--- src/rtl/mem_attr_pkg.sv ---
package mem_attr_pkg;
  localparam int DATA_W    = 8;
  localparam int NUM_REGS  = 6;
  localparam int SEL_W     = 3;
  localparam int REG_ROM   = 0;
  localparam int REG_LOW   = 1;
  localparam int REG_MISC  = 5;
  localparam int LOW_EN_B  = 7;
  localparam int RELOC_B   = 6;

  typedef struct packed {
    logic rom;
    logic rd_int;
    logic rd_ext;
    logic wr_int;
    logic wr_ext;
  } attr_t;

  // bit inside a shadow register for a 16 KB slot (slot 0 = 0x80000)
  function automatic logic [2:0] shadow_bit_of(input logic [4:0] slot);
    if (slot[4:3] == 2'b01) return {~slot[2], slot[1:0]};
    return slot[2:0];
  endfunction

  // shadow register index for slots 8..31
  function automatic logic [2:0] shadow_reg_of(input logic [4:0] slot);
    return {1'b0, slot[4:3]} + 3'd1;
  endfunction

  // ROM bit for slots 16..31: F block -> 0, C block -> 3
  function automatic logic [1:0] rom_bit_of(input logic [4:0] slot);
    return ~slot[3:2];
  endfunction
endpackage

--- src/rtl/mem_attr_cfg.sv ---
module mem_attr_cfg
  import mem_attr_pkg::*;
#(
  parameter logic [DATA_W-1:0] ROM_RST = 8'hFE
) (
  input  logic                             clk,
  input  logic                             rst_n,
  input  logic                             cfg_we,
  input  logic [SEL_W-1:0]                 cfg_sel,
  input  logic [DATA_W-1:0]                cfg_wdata,
  output logic [NUM_REGS-1:0][DATA_W-1:0]  regs
);
  for (genvar g = 0; g < NUM_REGS; g++) begin : g_reg
    localparam logic [DATA_W-1:0] RST_V = (g == REG_ROM) ? ROM_RST : '0;
    logic hit;
    assign hit = cfg_we && (cfg_sel == SEL_W'(g));
    always_ff @(posedge clk or negedge rst_n) begin
      if (!rst_n)   regs[g] <= RST_V;
      else if (hit) regs[g] <= cfg_wdata;
    end
  end

  // a write is captured at the edge that samples the strobe
  a_r11_cfg_capture: assert property (@(posedge clk) disable iff (!rst_n)
    (cfg_we && cfg_sel < SEL_W'(NUM_REGS)) |=> regs[$past(cfg_sel)] == $past(cfg_wdata));
  // unused indices leave every register unchanged
  a_r11_unused_idx: assert property (@(posedge clk) disable iff (!rst_n)
    (cfg_we && cfg_sel >= SEL_W'(NUM_REGS)) |=> $stable(regs));
endmodule

--- src/rtl/mem_attr_seg.sv ---
module mem_attr_seg
  import mem_attr_pkg::*;
#(
  parameter int ADDR_W = 24
) (
  input  logic [NUM_REGS-1:0][DATA_W-1:0] regs,
  input  logic [ADDR_W-1:0]               addr,
  input  logic                            ems_hit,
  output attr_t                           attr,
  output logic                            in_win,
  output logic                            rom_hit,
  output logic                            remap_hit
);
  localparam int SLOT_LSB = 14;

  logic [4:0] slot;
  logic       low_area, upper_area, sh_rd, wp;
  logic [2:0] sh_reg;
  logic [1:0] rb;

  assign slot       = addr[SLOT_LSB+4:SLOT_LSB];
  assign in_win     = (addr[ADDR_W-1:20] == '0) && addr[19];
  assign low_area   = (slot[4:3] == 2'b00);
  assign upper_area = slot[4];
  assign rb         = rom_bit_of(slot);
  assign sh_reg     = shadow_reg_of(slot);

  assign rom_hit    = in_win && upper_area && !regs[REG_ROM][{1'b0, rb}];
  assign remap_hit  = in_win && !low_area && regs[REG_MISC][RELOC_B];
  assign sh_rd      = low_area ? regs[REG_LOW][LOW_EN_B] : regs[sh_reg][shadow_bit_of(slot)];
  assign wp         = upper_area && regs[REG_ROM][{1'b1, rb}];

  always_comb begin
    attr = '0;
    if (!in_win) begin
      attr.rd_int = 1'b1;
      attr.wr_int = 1'b1;
    end else if (rom_hit) begin
      attr.rom = 1'b1;
    end else if (remap_hit) begin
      attr.rd_ext = 1'b1;
      attr.wr_ext = 1'b1;
    end else if (ems_hit) begin
      attr.rd_int = 1'b1;
      attr.wr_int = 1'b1;
    end else begin
      attr.rd_int = sh_rd;
      attr.rd_ext = !sh_rd;
      attr.wr_int = sh_rd && !wp;
      attr.wr_ext = !(sh_rd && !wp);
    end
  end
endmodule

--- src/rtl/mem_attr_decoder.sv ---
module mem_attr_decoder
  import mem_attr_pkg::*;
#(
  parameter int ADDR_W = 24
) (
  input  logic              clk,
  input  logic              rst_n,
  input  logic              cfg_we,
  input  logic [2:0]        cfg_sel,
  input  logic [7:0]        cfg_wdata,
  input  logic [ADDR_W-1:0] addr,
  input  logic              ems_hit,
  output logic              rom_sel,
  output logic              rd_int,
  output logic              rd_ext,
  output logic              wr_int,
  output logic              wr_ext
);
  logic [NUM_REGS-1:0][DATA_W-1:0] regs;
  attr_t attr;
  logic  in_win, rom_hit, remap_hit;

  mem_attr_cfg u_cfg (
    .clk(clk), .rst_n(rst_n), .cfg_we(cfg_we), .cfg_sel(cfg_sel),
    .cfg_wdata(cfg_wdata), .regs(regs)
  );

  mem_attr_seg #(.ADDR_W(ADDR_W)) u_seg (
    .regs(regs), .addr(addr), .ems_hit(ems_hit), .attr(attr),
    .in_win(in_win), .rom_hit(rom_hit), .remap_hit(remap_hit)
  );

  assign rom_sel = attr.rom;
  assign rd_int  = attr.rd_int;
  assign rd_ext  = attr.rd_ext;
  assign wr_int  = attr.wr_int;
  assign wr_ext  = attr.wr_ext;

  // outside the window everything is internal
  a_r1_outside_internal: assert property (@(posedge clk) disable iff (!rst_n)
    (addr >= ADDR_W'(32'h100000) || addr < ADDR_W'(32'h80000)) |->
      (rd_int && wr_int && !rd_ext && !wr_ext && !rom_sel));
  // one read route and one write route
  a_r12_read_onehot: assert property (@(posedge clk) disable iff (!rst_n)
    $countones({rom_sel, rd_int, rd_ext}) == 1);
  a_r12_write_onehot: assert property (@(posedge clk) disable iff (!rst_n)
    $countones({rom_sel, wr_int, wr_ext}) == 1);
  // an internal write inside the window always has an internal read
  a_r6_write_needs_read: assert property (@(posedge clk) disable iff (!rst_n)
    wr_int |-> rd_int);
  // ROM select only in the C..F area
  a_r5_rom_area: assert property (@(posedge clk) disable iff (!rst_n)
    rom_sel |-> (addr[19:18] == 2'b11 && addr[ADDR_W-1:20] == '0));
  // relocation overrides an EMS hit
  a_r9_reloc_over_ems: assert property (@(posedge clk) disable iff (!rst_n)
    (remap_hit && !rom_hit) |-> (rd_ext && wr_ext));
endmodule

--- config.mk ---
export PLATFORM = sky130hd
export DESIGN_NAME = mem_attr_decoder
export DESIGN_NICKNAME = d
export VERILOG_FILES = /design/src/rtl/mem_attr_pkg.sv /design/src/rtl/mem_attr_cfg.sv /design/src/rtl/mem_attr_seg.sv /design/src/rtl/mem_attr_decoder.sv
export SDC_FILE = /design/constraint.sdc
export NUM_CORES = 1
export LEC_CHECK = 0
export BUFFER_PORTS_ARGS = -buffer_cell sky130_fd_sc_hd__clkbuf_2
export CAP_MARGIN = 40
export CORE_UTILIZATION = 30
export DETAILED_ROUTE_END_ITERATION = 16
export SYNTH_ARGS = -nofsm -noshare
export SYNTH_HDL_FRONTEND = slang
export SYNTH_SLANG_ARGS = --single-unit
--- constraint.sdc ---
create_clock -name clk -period 2.6 [get_ports clk]
set_input_delay 0.26 -clock clk [delete_from_list [all_inputs] [get_ports clk]]
set_output_delay 0.26 -clock clk [all_outputs]
set_load 0.005 [all_outputs]
==> results.sh <==
export IMPL_path_buf_inv=3
export IMPL_avgSynthCellArea_um2=14.76
export IMPL_finalHoldViolCount=0
export IMPL_synth_cell_types=36
export IMPL_drive_gt1_share_pct=55.40
export IMPL_nFillCells=807
export IMPL_viasPerCell=5.038
export IMPL_antenna_cells_inserted=0
export IMPL_fin_tns_setup_ns=0
export IMPL_internal_power_mw=1.417
export IMPL_clk_pin_slew_ns=0.08
export IMPL_clock_path_buffers=2
export IMPL_cts_htree_levels=2
export IMPL_finalClockSkew_ns=0
export IMPL_place_inst=309
export IMPL_die_area_um2=8988
export IMPL_die_h_um=94.81
export IMPL_grt_pass1_vias=1655
export IMPL_hold_start="cfg_wdata[0]"
export IMPL_firstDrtPassIters=4
export IMPL_crit_type="primary input to output port"
export IMPL_num_rows=33
export IMPL_cts_tree="built"
export IMPL_drv_cap=0
export IMPL_p_seq_share_pct=53.4
export IMPL_ir_drop_uv=217.1
export IMPL_cp_startpoint="addr[18]"
export IMPL_end_kind="output port"
export IMPL_ys_async_sr_fraction_pct=100.0
export IMPL_comb_power_share_pct=23.4
export IMPL_cts_setup_buffers=0
export IMPL_ys_warn_count=0
export IMPL_gp_congestion=0.8072
export IMPL_syn_nets=217
export IMPL_cts_root_buf="clkbuf_8"
export IMPL_die_w_um=94.81
export IMPL_start_util_pct=31.29
export IMPL_fin_crit_sh_pct=95.13
export IMPL_core_um2=8258
export IMPL_switching_share_pct=25.81
export IMPL_port_buffer_count=29
export IMPL_routedWlPerCell_um=16.50
export IMPL_startpoint_type="primary input"
export IMPL_largest_reg_flops=48
export IMPL_clockPowerShare_pct=23.2
export IMPL_grt_pass1_wl_um=8983
export IMPL_power_switching_mw=0.4930
export IMPL_nNetsFinal=254
export IMPL_slew_headroom_pct=52.32
export IMPL_crit_slowest_cell="mux4_1"
export IMPL_synthFlopType="dfrtp_1"
export IMPL_wl_um=5247
export IMPL_critical_path_most_common_cell="clkbuf_2"
export IMPL_cp_max_fo=4
export IMPL_drt_first_iter_violations=74
export IMPL_grt_start_max_net_pins=28
export IMPL_hpwl_um=3985
export IMPL_p_per_area_nw_per_um2=642.5
export IMPL_critical_path_top_delay_family="multiplexers"
export IMPL_numClockSinks=48
export IMPL_synth_area_um2=2584
export IMPL_clk_insertion_delay_late_ns=0.29
export IMPL_drv_slew=0
export IMPL_ant_nets=0
export IMPL_syn_to_final_growth_pct=15.06
export IMPL_synth_edf_count=0
export IMPL_grtUsageTotal_pct=13.62
export IMPL_max_flop_register="u_cfg.regs"
export IMPL_worst_pin_slew_ns=0.7121
export IMPL_cts_buffers=5
export IMPL_io_pins=44
export IMPL_hold_class="primary input to flop"
export IMPL_synthCells=175
export IMPL_largestRegisters="u_cfg.regs (48)"
export IMPL_slowest_delay_ns=0.58
export IMPL_min_period_ns=2.473
export IMPL_crit_arrival_ns=2.21
export IMPL_timing_rr_start="u_cfg.regs[0]$_DFFE_PN0P_"
export IMPL_p_leak_nw=1.277
export IMPL_instances_no_fill=318
export IMPL_outcome="completed"
export IMPL_crit_path_cell_trace="clkbuf_2 -> inv_1 -> ha_1 -> mux4_1 -> mux2_2 -> nand2_1 -> a31oi_1 -> a31o_1 -> clkbuf_2"
export IMPL_fmax_mhz=404.3
export IMPL_setup_viol=0
export IMPL_rsz0062_at_grt="no"
export IMPL_ys_ff_latch=48
export IMPL_grt_ovfl_total=0
export IMPL_num_vias=1602
export IMPL_antenna_found_initial=0
export IMPL_critPathRequiredTime_ns=2.34
export IMPL_drc=0
export IMPL_ys_seq_area_share_pct=46.83
[kinds of logic (layout without fill, tap and decap cells)]
group / after synthesis / in the layout / share of synthesized area [%]
AO/OA/AOI/OAI: 15 / 15 / 4.649
XOR/XNOR: 1 / 1 / 0.6297
adder cells (fa/ha/maj): 3 / 3 / 1.453
buffers and inverters: 13 / 51 / 3.680
flip-flops: 48 / 48 / 46.83
multiplexers: 71 / 71 / 35.98
AND/OR/NAND/NOR: 24 / 24 / 6.781
[metal layers]
layer | part of all wire, % | GRT usage [%] | wire length [um]
met5 | 0 | 0 | 0
met4 | 1.2 | 3.409 | 65
met3 | 4.2 | 2.899 | 220
met2 | 46 | 21.04 | 2406
met1 | 49 | 19.40 | 2555
[cells in the final DEF (no fill, tap or decap), types with 2 or more instances in the layout]
cell type and count:
nand2_1 7, dfstp_2 7, nand4b_1 2, a21oi_1 2, clkbuf_8 6, inv_1 3
mux4_1 5, o21ai_0 3, mux2_2 50, dfrtp_1 41, nand3_1 2, mux2i_1 10
nor4bb_2 2, clkbuf_2 29, ha_1 3, mux4_2 6, nor3_1 2, buf_4 8
clkbuf_1 2, a31oi_1 3, a31o_1 2
[power by group through the flow]
stage / Clock, mW / Combinational (mW) / Sequential, mW
finish: 0.443 / 0.447 / 1.02
CTS: 0.463 / 0.455 / 1.02
floorplan: 0 / 0.346 / 0.998
global route: 0.496 / 0.495 / 1.05
detailed placement: 0 / 0.451 / 1.04
global placement: 0 / 0.440 / 1.03
[synth_stat cells, types with 2 or more instances]
| cell type | count | area, um2 |
|---|---|---|
| mux2i_1 | 10 | 100.1 |
| nor4bb_1 | 2 | 20.02 |
| clkbuf_1 | 4 | 15.01 |
| a31o_1 | 2 | 17.52 |
| a31oi_1 | 3 | 18.77 |
| nand4b_1 | 2 | 17.52 |
| o21ai_0 | 3 | 15.01 |
| a21oi_1 | 2 | 10.01 |
| mux4_1 | 5 | 131.4 |
| dfstp_2 | 7 | 183.9 |
| nand2_1 | 7 | 26.28 |
| nor3_1 | 2 | 10.01 |
| mux2_2 | 50 | 563.0 |
| ha_1 | 3 | 37.54 |
| inv_1 | 3 | 11.26 |
| dfrtp_1 | 41 | 1026 |
| mux4_2 | 6 | 135.1 |
| nand3_1 | 2 | 10.01 |
| buf_6 | 4 | 45.04 |
[final cells by class]
class	instances	area [um2]	area share, %
Inverter	4	15.01	0.5051
Multi-Input combinational cell	114	1291	43.43
Tap cell	105	131.4	4.419
Timing Repair Buffer	39	235.2	7.912
Clock buffer	8	90.09	3.030
Sequential cell	48	1210	40.70
[stage by stage]
step	util [%]	power, mW	instance area (um2)	setup slack, ns	hold WS [ns]
floorplan	-	1.343	2584	0.3000	-0.03559
global placement	34.79	1.467	2873	0.1249	0.2842
detailed placement	34.79	1.486	2873	0.1364	0.2845
CTS	36.00	1.938	2973	0.1276	0.2738
global route	36.00	2.037	2973	0.01957	0.2867
finish	36.00	1.910	2973	0.1266	0.2834
[final timing paths]
check                      slack (ns)                         end  cells after the start
hold / removal                   0.28   u_cfg.regs[8]$_DFFE_PN0P_                      2
hold reg to reg                  0.50  u_cfg.regs[11]$_DFFE_PN0P_                      1
max in group asynchronous        1.48   u_cfg.regs[4]$_DFFE_PN1P_                      3
min in group asynchronous        0.49  u_cfg.regs[26]$_DFFE_PN0P_                      2
setup / recovery                 0.13                      rd_int                      9
setup reg to reg                 1.79   u_cfg.regs[0]$_DFFE_PN0P_                      1
[what timing repair did]
action	in CTS	in global routing
hold endpoints to repair	18	0
hold buffers	1	0
gates resized for setup	0	0
No activity file was read; power rests on OpenSTA's default activity.
